==> config.mk <==
export PLATFORM = sky130hd
export DESIGN_NAME = vlen_strip_seq
export DESIGN_NICKNAME = d
export VERILOG_FILES = /design/src/rtl/vss_pkg.sv /design/src/rtl/vss_datapath.sv /design/src/rtl/vss_ctrl.sv /design/src/rtl/vlen_strip_seq.sv
export SDC_FILE = /design/constraint.sdc
export NUM_CORES = 1
export LEC_CHECK = 0
export BUFFER_PORTS_ARGS = -buffer_cell sky130_fd_sc_hd__buf_2
export CAP_MARGIN = 30
export CORE_MARGIN = 1.5
export CORE_UTILIZATION = 40
export DETAILED_ROUTE_END_ITERATION = 10
export GPL_TIMING_DRIVEN = 0
export RECOVER_POWER = 50
export SLEW_MARGIN = 20
export SYNTH_ARGS = -nofsm -noshare
export SYNTH_HDL_FRONTEND = slang
export SYNTH_SLANG_ARGS = --single-unit
==> constraint.sdc <==
create_clock -name clk -period 2.3 [get_ports clk]
set_clock_uncertainty 0.2 [all_clocks]
set_input_delay 0.46 -clock clk [delete_from_list [all_inputs] [get_ports clk]]
set_output_delay 0.46 -clock clk [all_outputs]
set_load 0.1 [all_outputs]
==> src/rtl/vss_pkg.sv <==
package vss_pkg;

  // Length of the leading chunk: the remainder when there is one, else a full chunk.
  function automatic int unsigned head_len(input int unsigned total, input int unsigned mvl);
    int unsigned rmd;
    rmd = total % mvl;
    return (rmd == 0) ? mvl : rmd;
  endfunction

  // Number of chunks a count splits into.
  function automatic int unsigned chunk_total(input int unsigned total, input int unsigned mvl);
    return (total / mvl) + ((total % mvl) != 0 ? 1 : 0);
  endfunction

endpackage

==> src/rtl/vss_datapath.sv <==
module vss_datapath
  import vss_pkg::*;
#(
  parameter int CNT_W = 16,
  parameter int IDX_W = 16,
  parameter int MAXVL = 64,
  localparam int LEN_W = $clog2(MAXVL) + 1
) (
  input  logic             clk,
  input  logic             rst_n,
  input  logic             load,
  input  logic             step,
  input  logic [CNT_W-1:0] count_in,
  input  logic [IDX_W-1:0] base_in,
  input  logic             pending,
  output logic [IDX_W-1:0] cur_start,
  output logic [LEN_W-1:0] cur_len,
  output logic             is_last,
  output logic             count_zero
);

  logic [CNT_W-1:0] rem_q;
  logic [IDX_W-1:0] start_q;
  logic [LEN_W-1:0] len_q;
  logic [LEN_W-1:0] first_len;

  assign first_len  = LEN_W'(head_len(int'(count_in), MAXVL));
  assign count_zero = (count_in == '0);
  assign is_last    = (rem_q == CNT_W'(len_q));

  always_ff @(posedge clk) begin
    if (!rst_n) begin
      rem_q   <= '0;
      start_q <= '0;
      len_q   <= '0;
    end else if (load) begin
      rem_q   <= count_in;
      start_q <= base_in;
      len_q   <= first_len;
    end else if (step) begin
      rem_q   <= rem_q - CNT_W'(len_q);
      start_q <= start_q + IDX_W'(len_q);
      len_q   <= LEN_W'(MAXVL);
    end
  end

  assign cur_start = start_q;
  assign cur_len   = len_q;

  assert_len_range_R2: assert property (@(posedge clk) disable iff (!rst_n)
    pending |-> (len_q != '0) && (len_q <= LEN_W'(MAXVL)));

  assert_advance_R4: assert property (@(posedge clk) disable iff (!rst_n)
    step && !is_last && !load |=> (len_q == LEN_W'(MAXVL)) &&
                                   (start_q == $past(start_q + IDX_W'(len_q))));

  assert_remainder_R5: assert property (@(posedge clk) disable iff (!rst_n)
    pending |-> (rem_q >= CNT_W'(len_q)));

endmodule

==> src/rtl/vss_ctrl.sv <==
module vss_ctrl (
  input  logic clk,
  input  logic rst_n,
  input  logic go,
  input  logic ready,
  input  logic is_last,
  input  logic count_zero,
  output logic go_accept,
  output logic xfer,
  output logic valid,
  output logic done
);

  logic valid_q;
  logic done_q;

  assign go_accept = go && !valid_q;
  assign xfer      = valid_q && ready;

  always_ff @(posedge clk) begin
    if (!rst_n) begin
      valid_q <= 1'b0;
      done_q  <= 1'b0;
    end else if (go_accept) begin
      valid_q <= !count_zero;
      done_q  <= count_zero;
    end else if (xfer && is_last) begin
      valid_q <= 1'b0;
      done_q  <= 1'b1;
    end
  end

  assign valid = valid_q;
  assign done  = done_q;

  assert_done_excl_R9: assert property (@(posedge clk) disable iff (!rst_n)
    !(valid_q && done_q));

  assert_zero_count_R6: assert property (@(posedge clk) disable iff (!rst_n)
    go_accept && count_zero |=> done_q && !valid_q);

  assert_last_done_R9: assert property (@(posedge clk) disable iff (!rst_n)
    xfer && is_last |=> done_q);

endmodule

==> src/rtl/vlen_strip_seq.sv <==
module vlen_strip_seq #(
  parameter int CNT_W = 16,
  parameter int IDX_W = 16,
  parameter int MAXVL = 64,
  localparam int LEN_W = $clog2(MAXVL) + 1
) (
  input  logic             clk,
  input  logic             rst_n,
  input  logic             go,
  input  logic [CNT_W-1:0] elem_count,
  input  logic [IDX_W-1:0] base_idx,
  input  logic             chunk_ready,
  output logic             chunk_valid,
  output logic [IDX_W-1:0] chunk_start,
  output logic [LEN_W-1:0] chunk_len,
  output logic             done
);

  logic go_accept;
  logic xfer;
  logic is_last;
  logic count_zero;
  logic valid_w;

  vss_ctrl u_ctrl (
    .clk        (clk),
    .rst_n      (rst_n),
    .go         (go),
    .ready      (chunk_ready),
    .is_last    (is_last),
    .count_zero (count_zero),
    .go_accept  (go_accept),
    .xfer       (xfer),
    .valid      (valid_w),
    .done       (done)
  );

  vss_datapath #(
    .CNT_W (CNT_W),
    .IDX_W (IDX_W),
    .MAXVL (MAXVL)
  ) u_dp (
    .clk        (clk),
    .rst_n      (rst_n),
    .load       (go_accept),
    .step       (xfer),
    .count_in   (elem_count),
    .base_in    (base_idx),
    .pending    (valid_w),
    .cur_start  (chunk_start),
    .cur_len    (chunk_len),
    .is_last    (is_last),
    .count_zero (count_zero)
  );

  assign chunk_valid = valid_w;

  assert_hold_R7: assert property (@(posedge clk) disable iff (!rst_n)
    chunk_valid && !chunk_ready |=> chunk_valid && $stable(chunk_start) && $stable(chunk_len));

  assert_busy_ignore_R8: assert property (@(posedge clk) disable iff (!rst_n)
    chunk_valid && go && !chunk_ready |=> !done && $stable(chunk_start));

endmodule

==> impl_metrics.csv, run 1 <==
group,metric,value,unit
drt,dr.pass1.iters,8,
yosys,synth_nets,375,
cts,path_clk_slew,0.08,ns
finish,syn_to_final_growth,22.88,%
timing,slew_headroom,52.10,%
worst_setup_path,cp_max_fo,7,
drt,wl,8.319,mm
grt,grt_overflow,0,
yosys,synth_cells,323,
placement,dp_hpwl,6.105,mm
placement,placed_cell_area,0.003182,mm2
cts,clk_latency,0.29,ns
floorplanning,dieWidth,85.43,um
finish,fin_area,0.003339,mm2
power,peakVddDrop,302.2,uV
yosys,synth_edf_count,0,
yosys,synthArstFlopShare,0,%
worst_setup_path,startpoint,"u_dp.cur_len[0]$_SDFFE_PN0P_",
finish,diodes,0,
yosys,ys_seq_area_share,30.20,%
cts,h-tree-depth,2,
floorplanning,start_util,42.08,%
timing,min_period,2.226,ns
finish,instances_no_fill,469,
drt,vias_per_cell,5.861,
floorplanning,boundaryPins,61,
cts,cts_tree,"built",
floorplanning,coreArea,0.006459,mm2
yosys,yosysUniqueCellTypes,63,
worst_setup_path,worstPathRequired,2.28,ns
worst_setup_path,reg2regPathDepth,7,
worst_setup_path,critPathMaxStageDelay,0.37,ns
job,cap_violations,0,
grt,grt_first_pass_wirelength,13.18,mm
floorplanning,die_y,85.43,um
floorplanning,dieArea,0.007297,mm2
worst_setup_path,r2r_end,"u_dp.cur_start[12]$_SDFFE_PN0P_",
timing,worst_slew_pin_slew,0.7185,ns
grt,grt_max_degree,13,
cts,max-clock-path-buffers,2,
worst_hold_path,hp-start,"base_idx[0]",
yosys,netlist_area,0.002718,mm2
worst_setup_path,worst-path-stages,7,
drt,wl_per_cell,17.74,um
worst_setup_path,crit_buf_inv,0,
cts,cts_sinks,41,
floorplanning,row_count,29,
finish,final_common_cell,"buf_2",
worst_setup_path,critical_path.top_delay_family,"compound AO/OA/AOI/OAI gates",
status,violations,"design-rule violations",
drt,ant_nets,0,
worst_setup_path,endpoint_kind,"flip-flop",
worst_hold_path,hold_class,"in -> reg",
worst_setup_path,critPathArrivalTime,2.20,ns
finish,fin_nets,443,
yosys,ys_ff_latch,41,
cts,cts_buffers,5,
status,status,"finished, violations left",
worst_setup_path,worstSetupPathType,"reg -> reg",
cts,ctsHoldBuffers,0,
placement,numPortBuffers,59,
drt,drtIter0Drc,185,
grt,grt_antenna_before_repair,0,
worst_setup_path,path_cells,"ha_4 -> fa_2 -> a21o_1 -> a221oi_4 -> o21bai_4 -> a211oi_2 -> nor4_2",
finish,drive_above_1_share,29.34,%
timing,fmax,0.4491,GHz
grt,grt_usage,23.20,%
worst_setup_path,slowest_stage,"dfxtp_4",
timing,slew_viol_final,0,
timing,finalCritPeriodShare,96.80,%
worst_setup_path,rrSetupSlack,0.07,ns
worst_setup_path,r2r-start,"u_dp.cur_len[0]$_SDFFE_PN0P_",
timing,report.final.hold_viol_count,0,
grt,grt_pass1_vias,2589,
yosys,synth-main-ff-cell,"dfxtp_1",
drt,vias,2749,
placement,dp.cells,459,
worst_setup_path,critPathCapture,"u_dp.cur_start[12]$_SDFFE_PN0P_",
power,power_leakage,1.380,nW
yosys,syn_area_per_cell,8.414,um2
power,power.density,693.1,mW/mm2
timing,finalSetupViolations,0,
finish,mostFrequentLayoutCells,"buf_2, clkbuf_2, dfxtp_1",
yosys,ys.warnings.count,0,
placement,gp_congestion,0.9141,
worst_setup_path,startpoint_type,"flip-flop",
cts,root_buffer,"clkbuf_8",
drt,drc,4,
-- metal layers --
metal	up-vias	GRT usage [%]	wire [um]
li1	1349	-	-
met1	1310	32.94	3795
met2	84	35.50	3866
met3	6	4.086	563
met4	0	7.625	93
met5	-	0	0
-- cells in the mapped netlist, drive strengths merged, types with 3 or more instances --
cell type | n | share of area (%)
ha | 14 | 6.4
nand3b | 3 | 0.83
xnor2 | 5 | 1.6
nand3 | 9 | 1.7
nand2b | 5 | 1.2
nand2 | 22 | 3.0
dfxtp | 41 | 30
inv | 17 | 2.3
a211oi | 7 | 2.1
a21oi | 20 | 3.8
a221oi | 3 | 1.2
o21ai | 29 | 5.5
nand4 | 6 | 1.4
a311oi | 4 | 1.3
o221ai | 8 | 2.6
and3 | 5 | 1.2
a21boi | 3 | 0.83
clkbuf | 12 | 1.7
a22oi | 5 | 1.4
nor4 | 10 | 3.9
xor2 | 5 | 1.6
nor2 | 21 | 2.9
nor2b | 10 | 2.3
o21a | 4 | 1.1
a21o | 4 | 1.4
o211ai | 3 | 1.0
a22o | 5 | 1.6
buf | 5 | 1.2
and2 | 5 | 1.2
nor3 | 5 | 1.3
-- where the power goes --
part           internal, W  switching [W]  total (W)
sequential        0.000775      0.0000725   0.000848
combinational     0.000313       0.000680   0.000993
clock             0.000211       0.000263   0.000474
total              0.00130        0.00102    0.00231
-- worst min path at each step --
stage | endpoint | slack (ns) | depth (start not counted)
after floorplan | u_dp.rem_q[0]$_SDFFE_PN0P_ | 0.29 | 2
after CTS | u_dp.cur_start[0]$_SDFFE_PN0P_ | 0.19 | 2
after global placement | u_dp.cur_start[2]$_SDFFE_PN0P_ | 0.27 | 2
after global routing | u_dp.cur_start[0]$_SDFFE_PN0P_ | 0.19 | 2
after detailed placement | u_dp.cur_start[2]$_SDFFE_PN0P_ | 0.28 | 2
final | u_dp.cur_start[0]$_SDFFE_PN0P_ | 0.20 | 2
-- timing repair --
item / CTS / global route
gates resized for setup: 3 / 9
setup buffers: 0 / 2
endpoints found under the setup margin: 2 / 10
pin swaps: 0 / 3
-- flip-flops by register name (all words and copies together), names as in the netlist --
register and cells:
u_ctrl.done 1, u_dp.rem_q 16, u_dp.cur_len 7, u_dp.cur_start 16, u_ctrl.valid 1
-- cells by family (layout without fill, tap and decap cells) --
family,after synthesis,after routing,synth area share (%)
compound gates,112,112,29.97
mux,1,1,0.4143
flops,41,41,30.20
buf+inv,34,103,5.156
xor+xnor,10,10,3.223
simple gates,109,109,23.11
fa+ha+maj,16,16,7.919
-- area by class of cell --
cell class                 instances  area, um2
clock inverter                     2      10.01
inverter                          17      63.81
timing repair buffer              61      310.3
tap                               77      96.34
multi-input combinational        248       1842
fill                             646       3119
clock buffer                       6      72.57
buffer                            17      77.57
sequential                        41      867.1
-- metrics by stage --
stage,worst slack [ns],hold WS [ns],TNS (ns),power [W],utilization (%)
after global routing,-0.001775,0.1902,-0.001775,0.002454,51.70
after CTS,-0.02511,0.1897,-0.02511,0.002285,50.81
after global placement,-0.05548,0.2738,-0.1047,0.001789,49.26
after detailed placement,-0.05910,0.2846,-0.2192,0.001798,49.26
final,0.07353,0.1987,0,0.002315,51.70
after floorplan,0.001012,0.2934,0,0.001591,-
No activity file was read; power rests on OpenSTA's default activity.
==> run 2, diff against run 1 <==
Settings changed: CORE_UTILIZATION 40 to 49, GPL_TIMING_DRIVEN 0 to default, MAX_ROUTING_LAYER from default to met4, PLACE_DENSITY from default to 0.76.
==> run 2 against run 1 <==
The run now ends clean. Clock power grew 35%. Global-route usage grew 2.9 points. Register-to-register slack is essentially flat. Final cell count shrank 2.6%. Total power grew 6.0%. Critical path depth is the same. First-iteration DRC count grew 16%. Via count grew 2.0%. Routed wire length shrank 10%. Worst hold slack lost 0.011 ns. Combinational power shrank 2.8%. Fmax shrank 0.17%. Largest cell class unchanged. Largest power group unchanged.
==> impl_metrics.csv, run 2 (same netlist as run 1, synthesis figures left out) <==
group,metric,value,unit
power,power.density,736.5,mW/mm2
cts,path_clk_slew,0.09,ns
cts,cts_buffers,5,
drt,drtIter0Drc,214,
timing,finalCritPeriodShare,96.97,%
floorplanning,row_count,26,
worst_setup_path,critPathArrivalTime,2.23,ns
worst_setup_path,crit_buf_inv,0,
finish,mostFrequentLayoutCells,"buf_2, o21ai_0, dfxtp_1",
cts,max-clock-path-buffers,2,
drt,vias,2804,
cts,clk_latency,0.31,ns
floorplanning,dieWidth,77.47,um
finish,seqCellArea,864.6,um2
placement,post-place-ws,0.0006339,ns
job,cap_violations,0,
drt,ant_nets,0,
floorplanning,dieArea,0.006002,mm2
finish,final_common_cell,"buf_2",
timing,worst_slew_pin_slew,0.5552,ns
cts,h-tree-depth,2,
cts,cts_sinks,41,
placement,placed_cell_area,0.003194,mm2
drt,wl_per_cell,16.33,um
timing,tns,0,ns
grt,grt_antenna_before_repair,0,
grt,grt_max_degree,23,
grt,grt_usage,26.05,%
worst_setup_path,worstSetupPathType,"reg -> reg",
worst_setup_path,slowest_stage,"fa_1",
finish,nFillCells,482,
floorplanning,die_y,77.47,um
drt,drc,0,
power,power_leakage,1.410,nW
worst_hold_path,hold_class,"in -> reg",
cts,cts_tree,"built",
drt,vias_per_cell,6.136,
timing,finalSetupViolations,0,
worst_setup_path,worstPathRequired,2.30,ns
grt,grt_first_pass_wirelength,12.13,mm
drt,wl,7.464,mm
worst_setup_path,critical_path.top_delay_family,"adder cells",
timing,fin_ws,0.06971,ns
finish,syn_to_final_growth,22.61,%
placement,gp_congestion,0.9538,
power,seqPwrFrac,34.7,%
finish,fin_area,0.003332,mm2
worst_setup_path,cp_max_fo,4,
placement,numPortBuffers,60,
power,peakVddDrop,388.9,uV
power,intPower,0.001443,W
worst_hold_path,whs_path_depth,2,
worst_setup_path,endpoint_kind,"flip-flop",
worst_setup_path,path_cells,"ha_1 -> fa_1 -> nand2b_4 -> a21oi_4 -> o22ai_2 -> and3_1 -> o31a_1",
power,finalPower,0.002454,W
finish,diodes,0,
timing,fmax,0.4484,GHz
timing,min_period,2.230,ns
power,p_sw,0.001011,W
worst_setup_path,startpoint_type,"flip-flop",
worst_setup_path,reg2regPathDepth,7,
finish,drive_above_1_share,31.01,%
drt,dr.pass1.iters,5,
timing,slew_viol_final,0,
worst_setup_path,worst-path-stages,7,
worst_setup_path,critPathMaxStageDelay,0.42,ns
power,swShare,41.18,%
timing,report.final.hold_viol_count,0,
power,p_comb_share,39.3,%
cts,root_buffer,"clkbuf_8",
timing,whs,0.1878,ns
floorplanning,boundaryPins,61,
finish,fin_nets,438,
floorplanning,start_util,51.89,%
finish,multiInputGateArea,0.001804,mm2
placement,dp_hpwl,5.402,mm
cts,ctsHoldBuffers,0,
floorplanning,coreArea,0.005238,mm2
grt,grt_pass1_vias,2549,
grt,grt_overflow,0,
power,clkPwrFrac,26.0,%
status,status,"finished, final reports clean",
timing,slew_headroom,63.15,%
## run 2: cell count changes in the layout (fill, tap and decap cells not counted), moves of 2 or more
cell	before	now
clkinv_2	2	0
buf_4	2	11
clkbuf_1	12	1
clkbuf_2	26	19
buf_2	38	42
## run 2: power by group through the flow
stage / clock [W] / combinational [W] / sequential, W
after floorplan: 0 / 0.000470 / 0.00112
after global placement: 0 / 0.000917 / 0.000863
after detailed placement: 0 / 0.000928 / 0.000865
after CTS: 0.000645 / 0.000949 / 0.000849
after global routing: 0.000676 / 0.00104 / 0.000860
final: 0.000638 / 0.000965 / 0.000852
## run 2: routing by layer
layer | vias up | global-route usage [%] | wire, um
met2 | 110 | 41.23 | 3483
li1 | 1337 | - | -
met1 | 1340 | 33.91 | 3405
met5 | - | - | 0
met4 | 0 | 8.364 | 150
met3 | 17 | 4.353 | 425
## run 2: cell type report
class / count / area share, %
flip-flops and latches: 41 / 25.95
multi-input cells: 248 / 54.15
repair buffers: 73 / 11.75
clock buffers: 6 / 2.478
well taps: 70 / 2.629
inverters: 17 / 1.915
clock inverters: 2 / 1.127
## run 2: stage by stage
step | cells | util (%)
after floorplan | 323 | -
after global placement | 448 | 60.99
after detailed placement | 448 | 60.99
after CTS | 457 | 63.55
after global routing | 457 | 63.62
final | 457 | 63.62
## run 2: worst paths after layout
kind	startpoint	endpoint	slack, ns
min reg2reg	u_dp.cur_start[2]$_SDFFE_PN0P_	u_dp.cur_start[2]$_SDFFE_PN0P_	0.30
max	u_dp.cur_len[0]$_SDFFE_PN0P_	u_dp.rem_q[14]$_SDFFE_PN0P_	0.07
min	base_idx[1]	u_dp.cur_start[1]$_SDFFE_PN0P_	0.19
max reg2reg	u_dp.cur_len[0]$_SDFFE_PN0P_	u_dp.rem_q[14]$_SDFFE_PN0P_	0.07
## run 2: worst register-to-register path: stages, from the launching register on
cell      delay (ns)
dfxtp_4         0.37
ha_1            0.22
fa_1            0.42
nand2b_4        0.18
a21oi_4         0.17
o22ai_2         0.12
and3_1          0.19
o31a_1          0.24
## run 2: timing repair
item | in CTS | in global routing
pin swaps | 2 | 1
buffers inserted | 1 | 0
setup endpoints to repair | 1 | 4
resized for setup | 1 | 2
hold endpoints to repair | 0 | 0
==> run 3, diff against run 2 <==
Settings changed: CTS_CLUSTER_DIAMETER from default to 60, RECOVER_POWER 50 to default.
==> run 3 against run 2 <==
Flip-flop and latch count is the same. Sequential share of layout area grew 0.062 points. Critical path depth is the same. Core utilization grew 0.22 points. Combinational power grew 0.4%. Clock-buffer cell count is the same. Sequential power is essentially flat. Total power is essentially flat. Critical path type unchanged.
==> impl_metrics.csv, run 3 (same netlist as run 1, synthesis figures left out) <==
group,metric,value,unit
status,status,"finished, final reports clean",
cts,root_buffer,"clkbuf_8",
worst_hold_path,whs_path_depth,2,
worst_setup_path,critPathMaxStageDelay,0.42,ns
worst_setup_path,startpoint_type,"flip-flop",
timing,worst_slew_pin_slew,0.4987,ns
cts,cts_sinks,41,
drt,vias,2801,
timing,tns,0,ns
cts,cts_tree,"built",
grt,grt_max_degree,23,
timing,min_period,2.225,ns
floorplanning,start_util,51.89,%
power,power_leakage,1.427,nW
grt,grt_usage,26.05,%
power,peakVddDrop,388.6,uV
finish,mostFrequentLayoutCells,"buf_2, o21ai_0, dfxtp_1",
placement,numPortBuffers,60,
timing,slew_headroom,66.98,%
finish,diodes,0,
placement,gp_congestion,0.9538,
grt,grt_first_pass_wirelength,12.13,mm
cts,clk_latency,0.31,ns
floorplanning,coreArea,0.005238,mm2
grt,grt_pass1_vias,2549,
cts,cts_buffers,5,
timing,fin_ws,0.07455,ns
floorplanning,dieWidth,77.47,um
drt,vias_per_cell,6.129,
drt,drtIter0Drc,188,
floorplanning,die_y,77.47,um
worst_setup_path,worstPathRequired,2.30,ns
placement,dp_hpwl,5.402,mm
finish,multiInputGateArea,0.001804,mm2
floorplanning,boundaryPins,61,
cts,ctsHoldBuffers,0,
drt,ant_nets,0,
timing,fmax,0.4493,GHz
placement,post-place-ws,0.0006339,ns
grt,grt_antenna_before_repair,0,
power,power.density,734.6,mW/mm2
worst_setup_path,worstSetupPathType,"reg -> reg",
timing,slew_viol_final,0,
finish,drive_above_1_share,31.78,%
worst_hold_path,hold_class,"in -> reg",
finish,nFillCells,477,
finish,fin_nets,438,
timing,whs,0.1894,ns
worst_setup_path,path_cells,"ha_1 -> fa_1 -> nand2b_4 -> a21oi_4 -> o22ai_2 -> and3_1 -> o31a_1",
drt,dr.pass1.iters,4,
cts,path_clk_slew,0.08,ns
worst_setup_path,endpoint_kind,"flip-flop",
drt,drc,0,
floorplanning,row_count,26,
grt,grt_overflow,0,
timing,finalCritPeriodShare,96.76,%
cts,h-tree-depth,2,
worst_setup_path,reg2regPathDepth,7,
timing,finalSetupViolations,0,
drt,wl_per_cell,16.29,um
timing,report.final.hold_viol_count,0,
worst_setup_path,slowest_stage,"fa_1",
floorplanning,dieArea,0.006002,mm2
worst_setup_path,critPathArrivalTime,2.22,ns
drt,wl,7.446,mm
worst_setup_path,cp_max_fo,4,
finish,final_common_cell,"buf_2",
cts,max-clock-path-buffers,2,
finish,seqCellArea,869.6,um2
finish,syn_to_final_growth,23.02,%
job,cap_violations,0,
[run 3: final timing paths]
check | from | to | slack (ns)
setup / recovery | u_dp.cur_len[0]$_SDFFE_PN0P_ | u_dp.rem_q[14]$_SDFFE_PN0P_ | 0.07
hold reg to reg | u_dp.cur_start[2]$_SDFFE_PN0P_ | u_dp.cur_start[2]$_SDFFE_PN0P_ | 0.30
setup reg to reg | u_dp.cur_len[0]$_SDFFE_PN0P_ | u_dp.rem_q[14]$_SDFFE_PN0P_ | 0.07
hold / removal | base_idx[1] | u_dp.cur_start[1]$_SDFFE_PN0P_ | 0.19
[run 3: layer usage]
metal | GRT usage, % | vias to the layer above | routed length, um
met5 | - | - | 0
met4 | 8.364 | 0 | 129
met3 | 4.353 | 13 | 430
met2 | 41.23 | 119 | 3481
met1 | 33.91 | 1336 | 3404
li1 | - | 1333 | -
[run 3: power by group]
part	internal [W]	leakage, nW	switching [W]	total (W)
clock network	0.000353	0.0574	0.000283	0.000636
registers	0.000776	0.348	0.0000749	0.000851
logic	0.000318	1.02	0.000651	0.000969
total	0.00145	1.43	0.00101	0.00246
[run 3: repair_timing]
action	in CTS	in global routing
gates resized for setup	1	2
endpoints found under the setup margin	1	4
pin swaps	2	1
setup buffers	1	0
[run 3: metrics by stage]
stage               power [W]  std cells  cell area (um2)  utilization, %
floorplan            0.001591        323             2790               -
global placement     0.001780        448             3194           60.99
detailed placement   0.001794        448             3194           60.99
CTS                  0.002444        457             3328           63.55
global route         0.002578        457             3343           63.83
finish               0.002456        457             3343           63.83
[run 3: critical path, delay by kind of cell, from the launching register on]
family / cells / cell delay (ns)
AND/OR/NAND/NOR: 2 / 0.37
adder cells (fa/ha/maj): 2 / 0.64
flip-flops: 1 / 0.37
AO/OA/AOI/OAI: 3 / 0.53
[run 3: final cells by class]
cell class / instances / share of cell area, %
clock buffer: 6 / 2.470
inverter: 17 / 1.909
clock inverter: 2 / 1.123
multi-input combinational: 248 / 53.97
tap: 70 / 2.620
timing repair buffer: 73 / 11.90
sequential: 41 / 26.01
